<file path="config.mk">
export PLATFORM = sky130hd
export DESIGN_NAME = amw_write_seq
export DESIGN_NICKNAME = d
export VERILOG_FILES = /design/src/rtl/amw_pkg.sv /design/src/rtl/amw_ack_sync.sv /design/src/rtl/amw_bank_decode.sv /design/src/rtl/amw_write_seq.sv
export SDC_FILE = /design/constraint.sdc
export NUM_CORES = 1
export LEC_CHECK = 0
export BUFFER_PORTS_ARGS = -buffer_cell sky130_fd_sc_hd__buf_2
export CAP_MARGIN = 20
export CORE_UTILIZATION = 55
export DETAILED_ROUTE_END_ITERATION = 8
export PLACE_DENSITY = 0.85
export SYNTH_ARGS = -nofsm -noshare
export SYNTH_HDL_FRONTEND = slang
export SYNTH_SLANG_ARGS = --single-unit
</file>
<file path="constraint.sdc">
create_clock -name clk -period 5.4 [get_ports clk]
set_input_delay 0.81 -clock clk [delete_from_list [all_inputs] [get_ports clk]]
set_output_delay 0.81 -clock clk [all_outputs]
set_load 0.01 [all_outputs]
</file>
<file path="src/rtl/amw_pkg.sv">
package amw_pkg;

    typedef enum logic [2:0] {
        ST_IDLE   = 3'd0,
        ST_SETUP  = 3'd1,
        ST_STROBE = 3'd2,
        ST_HOLD   = 3'd3,
        ST_RWAIT  = 3'd4
    } amw_state_e;

    // Extra cycles, beyond the hold phase, that a read must wait after a write.
    localparam int RD_GAP_CYC = 2;
    localparam int GAP_W      = 2;
    // Synchronizer depth for the acknowledge input.
    localparam int ACK_STAGES = 2;

endpackage

</file>
<file path="src/rtl/amw_ack_sync.sv">
module amw_ack_sync #(
    parameter int   STAGES  = 2,
    parameter logic RST_VAL = 1'b1
) (
    input  logic clk,
    input  logic rst_n,
    input  logic async_i,
    output logic sync_o
);

    logic [STAGES-1:0] chain_q;

    generate
        if (STAGES == 1) begin : g_single
            always_ff @(posedge clk or negedge rst_n) begin
                if (!rst_n) chain_q <= RST_VAL;
                else        chain_q <= async_i;
            end
        end else begin : g_chain
            always_ff @(posedge clk or negedge rst_n) begin
                if (!rst_n) chain_q <= {STAGES{RST_VAL}};
                else        chain_q <= {chain_q[STAGES-2:0], async_i};
            end
        end
    endgenerate

    assign sync_o = chain_q[STAGES-1];

endmodule

</file>
<file path="src/rtl/amw_bank_decode.sv">
module amw_bank_decode #(
    parameter int NBANK = 4,
    parameter int BW    = 2
) (
    input  logic             act,
    input  logic [BW-1:0]    bank,
    output logic [NBANK-1:0] cs_n
);

    generate
        for (genvar i = 0; i < NBANK; i++) begin : g_sel
            assign cs_n[i] = ~(act && (bank == BW'(i)));
        end
    endgenerate

endmodule

</file>
<file path="src/rtl/amw_write_seq.sv">
module amw_write_seq
    import amw_pkg::*;
#(
    parameter int AW    = 16,
    parameter int DW    = 16,
    parameter int NBANK = 4,
    parameter int CW    = 4,
    localparam int BW   = (NBANK > 1) ? $clog2(NBANK) : 1
) (
    input  logic             clk,
    input  logic             rst_n,
    input  logic             req_valid,
    input  logic             req_read,
    input  logic [AW-1:0]    req_addr,
    input  logic [DW-1:0]    req_data,
    input  logic [BW-1:0]    req_bank,
    input  logic [CW-1:0]    cfg_wait,
    input  logic [CW-1:0]    cfg_hold,
    input  logic             mem_ack,
    output logic             busy,
    output logic             rd_go,
    output logic [AW-1:0]    mem_addr,
    output logic [NBANK-1:0] mem_cs_n,
    output logic             mem_we_n,
    output logic [DW-1:0]    mem_dq_o,
    output logic             mem_dq_oe
);

    typedef struct packed {
        amw_state_e       st;
        logic [CW-1:0]    cnt;
        logic [CW-1:0]    hold;
        logic [GAP_W-1:0] gap;
        logic [AW-1:0]    addr;
        logic [DW-1:0]    data;
        logic [BW-1:0]    bank;
        logic             act;
        logic             oe;
        logic             we_n;
        logic             rd_go;
    } seq_t;

    localparam seq_t SEQ_RST = '{
        st:    ST_IDLE,
        cnt:   '0,
        hold:  '0,
        gap:   '0,
        addr:  '0,
        data:  '0,
        bank:  '0,
        act:   1'b0,
        oe:    1'b0,
        we_n:  1'b1,
        rd_go: 1'b0
    };

    seq_t s_d, s_q;
    logic ack_s;
    logic release_bus;

    amw_ack_sync #(
        .STAGES  (ACK_STAGES),
        .RST_VAL (1'b1)
    ) u_ack_sync (
        .clk     (clk),
        .rst_n   (rst_n),
        .async_i (mem_ack),
        .sync_o  (ack_s)
    );

    amw_bank_decode #(
        .NBANK (NBANK),
        .BW    (BW)
    ) u_bank_decode (
        .act   (s_q.act),
        .bank  (s_q.bank),
        .cs_n  (mem_cs_n)
    );

    always_comb begin
        s_d         = s_q;
        s_d.rd_go   = 1'b0;
        release_bus = 1'b0;

        if (s_q.gap != '0) begin
            s_d.gap = s_q.gap - 1'b1;
        end

        case (s_q.st)
            ST_IDLE: begin
                if (req_valid) begin
                    if (req_read) begin
                        s_d.st = ST_RWAIT;
                    end else begin
                        s_d.st   = ST_SETUP;
                        s_d.addr = req_addr;
                        s_d.data = req_data;
                        s_d.bank = req_bank;
                        s_d.act  = 1'b1;
                        s_d.oe   = 1'b1;
                        s_d.hold = cfg_hold;
                        s_d.cnt  = (cfg_wait == '0) ? '0 : (cfg_wait - 1'b1);
                    end
                end
            end

            ST_SETUP: begin
                s_d.we_n = 1'b0;
                s_d.st   = ST_STROBE;
            end

            ST_STROBE: begin
                if (s_q.cnt != '0) begin
                    s_d.cnt = s_q.cnt - 1'b1;
                end else if (ack_s) begin
                    s_d.we_n = 1'b1;
                    if (s_q.hold == '0) begin
                        release_bus = 1'b1;
                    end else begin
                        s_d.st  = ST_HOLD;
                        s_d.cnt = s_q.hold - 1'b1;
                    end
                end
            end

            ST_HOLD: begin
                if (s_q.cnt != '0) begin
                    s_d.cnt = s_q.cnt - 1'b1;
                end else begin
                    release_bus = 1'b1;
                end
            end

            ST_RWAIT: begin
                if (s_q.gap == '0) begin
                    s_d.rd_go = 1'b1;
                    s_d.st    = ST_IDLE;
                end
            end

            default: begin
                s_d = SEQ_RST;
            end
        endcase

        if (release_bus) begin
            s_d.act = 1'b0;
            s_d.oe  = 1'b0;
            s_d.gap = GAP_W'(RD_GAP_CYC);
            s_d.st  = ST_IDLE;
        end
    end

    always_ff @(posedge clk or negedge rst_n) begin
        if (!rst_n) s_q <= SEQ_RST;
        else        s_q <= s_d;
    end

    assign busy      = (s_q.st != ST_IDLE);
    assign rd_go     = s_q.rd_go;
    assign mem_addr  = s_q.addr;
    assign mem_we_n  = s_q.we_n;
    assign mem_dq_o  = s_q.data;
    assign mem_dq_oe = s_q.oe;

endmodule

</file>
### Word level (Yosys, flattened, before mapping)

Index checks and enable logic that the tools add are counted.

| word-level totals | value |
|---|---|
| flip-flop bits (word level) | 53 |
| latch bits | 0 |
| memory bits (writable) | 0 |
| bits in read-only memories | 0 |
| input port bits | 47 |
| output and inout port bits | 40 |
| memories kept | 0 |

| operators by class | value |
|---|---|
| add/subtract/negate cells | 4 |
| multiply operators | 0 |
| divide/modulo/power cells | 0 |
| order comparisons | 0 |
| equality and inequality tests | 23 |
| shift operators | 0 |
| muxes and demuxes | 31 |
| bitwise logic cells | 7 |
| reduce and logical (&&, ||, !) cells | 21 |

Operators by type and width:

| operator | number |
|---|---|
| 36-bit 2-to-1 mux | 2 |
| 36-bit one-hot mux with 2 select lines | 1 |
| 3-bit inequality test, second input constant | 6 |
| 4-bit one-hot mux with 4 select lines | 1 |
| 3-bit one-hot mux with 5 select lines | 1 |
| 7-bit 2-to-1 mux | 2 |
| 3-bit 2-to-1 mux | 4 |
| 4-bit 2-to-1 mux | 3 |
| 6-bit AND reduction | 2 |
| 4-bit by 1-bit subtractor with 4-bit output, second input constant | 3 |
| 11-bit 2-to-1 mux | 1 |
| 2-bit inequality test, second input constant | 5 |
| 3-bit AND reduction | 3 |
| 4-bit zero test | 2 |
| 1-bit 2-to-1 mux | 8 |
| 2-bit 2-to-1 mux | 4 |
| 8-bit 2-to-1 mux | 1 |
| 4-bit one-hot mux with 2 select lines | 1 |
| 1-bit NOT | 7 |
| 3-bit by 2-bit equality test with 1-bit output, second input constant | 2 |
| 3-bit by 2-bit inequality test with 1-bit output, second input constant | 2 |
| 5-bit OR reduction | 1 |
| 2-bit equality test, second input constant | 2 |
| 1-bit logical AND | 4 |
| other kinds (16) | 18 |

### Logic depth before layout (Yosys ltp)

| depth | value |
|---|---|
| depth after elaboration | 7 |
| gate-level depth with buffers | 7 |

### Modules after synthesis

Synthesis repeated with hierarchy kept, for this count alone.

| unflattened totals | value |
|---|---|
| cell total of the unflattened synthesis | 302 |
| area total of the unflattened synthesis | 2700.1 um2 |

By module, submodules not included:

| module | times used | cells an instance | area an instance (um2) | seq. area each (um2) |
|---|---|---|---|---|
| amw_write_seq | 1 | 296 | 2618.8 | 1252.5 |
| amw_ack_sync | 1 | 2 | 52.6 | 52.6 |
| amw_bank_decode | 1 | 4 | 28.8 | 0.0 |

### Least setup slack after synthesis

OpenSTA, ideal clock, no wires.

| timing | value |
|---|---|
| path type | register to register |
| start point | register s_q[44] in the netlist's numbering |
| end point | register s_q[49] in the netlist's numbering |
| setup time | 0.126 ns |
| arrival time | 1.703 ns |
| required time | 5.274 ns |
| setup slack | 3.571 ns |
| cell stages (with the launch flop) | 7 |
| path buffers | 0 |
| period minus slack after synthesis | 1.829 ns |
| cells stage by stage | dfrtp_1 > inv_1 > ha_1 > or3b_1 > o41ai_2 > nand2_1 > a311o_1 |

| between the ends | value |
|---|---|
| word-level cells in the longest chain between the ends | 5 |
| elaborated cells between the ends (all ways) | 12 |
| classes of those cells | eq/ne (6); mux (4); reduce/logical (2) |

Ends and longest elaborated chain:

| what | line | text |
|---|---|---|
| start, declared | amw_write_seq.sv:57 | `seq_t s_d, s_q;` |
| start signal, assigned | amw_write_seq.sv:155 | `if (!rst_n) s_q <= SEQ_RST;` |
| start signal, assigned | amw_write_seq.sv:156 | `else s_q <= s_d;` |
| 4-bit nonzero test (*) | amw_write_seq.sv:113, amw_write_seq.sv:127 |  |
| 1-bit 2-to-1 mux (on tied branches) | amw_write_seq.sv:127, amw_write_seq.sv:113 |  |
| 1-bit one-hot mux with 2 select lines | amw_write_seq.sv:89 | `case (s_q.st)` |
| 3-bit by 2-bit inequality test with 1-bit output (no source line), or another cell as far along | -- |  |
| 6-bit AND reduction (no source line) | -- |  |

Mark *: on every way between the ends. The rest lies on a longest branch, timed or not.
A chain may end at the register's enable or synchronous reset.

### Final worst setup path

| timing | value |
|---|---|
| start point | register s_q[48] in the netlist's numbering |
| end point | output busy |

| between the ends | value |
|---|---|
| word-level cells in the longest chain between the ends | 1 |

Ends and longest elaborated chain:

| what | line | text |
|---|---|---|
| 3-bit nonzero test | amw_write_seq.sv:159 | `assign busy = (s_q.st != ST_IDLE);` |
| end, declared | amw_write_seq.sv:20 | `output logic busy,` |

Every way passes these cells.

==> impl_metrics.toml <==
[synth]
synth_seq_area_share_pct = 47.11
synth_area_um2 = 2770
synth_top_flop_cell = "dfrtp_1"
syn-instance-count = 307
netlist-cell-type-count = 49
syn_area_per_cell_um2 = 9.023
synth_fp_nets = 359
ys.warnings.count = 0
synth-seq-cells = 52
ys_async_sr_fraction_pct = 100.0
synth_edf_count = 0

[detailed_routing]
drt-total-wl_mm = 5.338
first_pass_iters = 5
vias_per_cell = 5.171
drtIter0Drc = 197
ant_nets = 0
wl_per_cell_um = 12.65
drc = 0
vias = 2182

[die]
die_area_um2 = 5325
core-area_um2 = 4786
num_rows = 25
die_w_um = 72.97
initial_core_util_pct = 57.88
ios = 87
die_y_um = 72.97

[worst_setup_path]
critPathRequiredTime_ns = 4.59
crit_chain = "or3_4, buf_2"
crit_path_max_incr_delay_ns = 0.58
worst_path_max_delay_cell = "dfrtp_1"
critPathMaxFanout = 17
critPathLaunchType = "flip-flop"
worstSetupEndpointType = "primary output"
crit_arrival_ns = 1.53
worst-setup-path-type = "flip-flop to primary output"

[cells_and_area]
stdcell_area_um2 = 3057
fin_nets = 406
antennaDiodeCount = 0
syn2layout_area_growth_pct = 10.34
drive_gt1_share_pct = 30.14

[timing]
slew_headroom_pct = 55.43
finalSetupViolations = 0
final_max_slew_viol_count = 0
period_share_pct = 43.38
period_needed_ns = 2.343
tightest_slew_ns = 0.6685
hold_viol = 0
tns_ns = 0
fmax_mhz = 426.9
fin_worst_skew_ns = 0.007211
rsz0062_at_grt = "no"

[job]
max_cap_violations = 0

[global_route]
antenna_found_initial = 0
grt_first_pass_wirelength_mm = 8.742
gr-total-overflow = 0
grt_max_degree = 78
grt_util_all_layers_pct = 21.55
grt_pass1_vias = 1984

[clocking]
postCtsHoldBufs = 0
cts-resized-gates = 0
cts_setup_buffers = 0
numCtsBuffers = 5
insertion_delay_ns = 0.31
cts_tree = "done"
cts.htree.levels = 2
clk_pin_slew_ns = 0.09
clockRootBuffer = "clkbuf_8"
clkSinkCount = 52
clockBufferDepth = 2

[power_and_ir_drop]
p_leak_nw = 1.503
vdd_drop_max_v = 0.0003137
power_density_nw_per_um2 = 574.1
power_mw = 1.755

[hold_path]
min_path_type = "flip-flop to flip-flop"

[placed_design]
hpwl_mm = 3.605
dpl_cell_area_um2 = 2970
io_buffers = 86
gp_routability_congestion = 0.8525

[status]
status = "finished clean"
==> cells in the mapped netlist (2+ instances only) <==
cell,number,area (µm²)
nand4b_1,2,17.52
dfstp_2,3,78.83
o21ai_0,40,200.2
nand2_1,85,319.1
nand2b_1,2,12.51
a21oi_1,3,15.01
nor3_1,2,10.01
a22oi_1,2,15.01
dfrtp_1,49,1226
or3_1,2,12.51
buf_4,32,240.2
a32oi_1,2,17.52
ha_1,5,62.56
clkbuf_2,3,15.01
nor3b_1,4,30.03
inv_1,10,37.54
nand3_1,3,15.01
buf_6,4,45.04
buf_2,2,10.01
nor2_1,5,18.77
xor2_1,3,26.28
o2bb2ai_1,2,17.52
nor2b_1,4,25.02
nor4bb_1,2,20.02
a311o_1,2,20.02
clkbuf_1,7,26.28
o21ai_1,3,15.01
nand3b_1,2,15.01
mux2i_1,2,20.02
==> worst max-delay path, delay by kind of cell, from the launching register on <==
kind | cells | cell delay, ns
flops | 1 | 0.58
simple gates | 1 | 0.49
buf+inv | 1 | 0.15
==> logic make-up (layout without fill, tap and decap cells) <==
kind of cell	count (synthesis)	in the layout	share of synthesized area, %
buf+inv	59	107	13.64
fa+ha+maj	5	5	2.258
flops	52	52	47.11
xor+xnor	4	4	1.265
simple gates	122	122	21.18
mux	2	2	0.7227
compound gates	63	63	13.82
==> power by group <==
group          leakage (nW)  internal [mW]  switching (mW)
registers             0.663          0.576           0.168
logic                 0.794          0.353           0.434
clock network        0.0456         0.0927           0.130
==> cells in the final DEF, fill, tap and decap left out, types with 3 or more instances in the layout <==
| cell | Yosys | final |
|---|---|---|
| a21oi_1 | 3 | 3 |
| buf_2 | 2 | 86 |
| buf_4 | 32 | 3 |
| clkbuf_8 | 0 | 5 |
| dfrtp_1 | 49 | 49 |
| dfstp_2 | 3 | 3 |
| ha_1 | 5 | 5 |
| inv_1 | 10 | 10 |
| nand2_1 | 85 | 85 |
| nand3_1 | 3 | 3 |
| nor2_1 | 5 | 5 |
| nor2b_1 | 4 | 4 |
| nor3b_1 | 4 | 4 |
| o21ai_0 | 40 | 40 |
| xor2_1 | 3 | 3 |
==> final timing paths <==
kind / from / to / slack, ns / depth (start not counted)
setup / recovery: s_q[48]$_DFFE_PN0P_ / busy / 3.06 / 2
min in group asynchronous: rst_n / mem_dq_o[10]$_DFFE_PN0P_ / 0.61 / 2
setup reg to reg: s_q[48]$_DFFE_PN0P_ / mem_dq_o[14]$_DFFE_PN0P_ / 3.25 / 4
hold / removal: u_ack_sync.chain_q[0]$_DFF_PN1_ / u_ack_sync.chain_q[1]$_DFF_PN1_ / 0.36 / 0
hold reg to reg: u_ack_sync.chain_q[0]$_DFF_PN1_ / u_ack_sync.chain_q[1]$_DFF_PN1_ / 0.36 / 0
max in group asynchronous: rst_n / s_q[42]$_DFFE_PN0P_ / 4.37 / 2
==> metal layers <==
layer / wire length, µm / track usage (%) / up-vias
met3: 269 / 4.972 / 2
met5: 0 / 0 / -
met1: 2493 / 28.43 / 1019
li1: - / - / 1085
met2: 2548 / 35.31 / 76
met4: 27 / 6.972 / 0
==> final cells by class <==
type | instances | area, µm²
clock buffer | 6 | 72.57
clock inverter | 2 | 13.76
fill | 401 | 1729
inverter | 10 | 37.54
multi-input combinational | 196 | 1091
sequential | 52 | 1305
tap | 67 | 83.83
timing repair buffer | 89 | 452.9
==> state kept, by name (all words and copies together), names as in the netlist <==
register / count
mem_dq_o: 16
mem_addr: 16
s_q: 16
u_ack_sync.chain_q: 2
mem_we_n: 1
rd_go: 1
==> through the flow <==
step	setup WS [ns]	utilization, %	hold slack (ns)	std cells
2_1_floorplan	3.571	-	0.3452	307
3_3_place_gp	3.346	62.07	0.3458	414
3_5_place_dp	3.245	62.07	0.3472	414
4_1_cts	3.056	63.87	0.3607	422
5_1_grt	2.981	63.87	0.3620	422
6_report	3.057	63.87	0.3595	422
(Power assumes the default switching activity.)
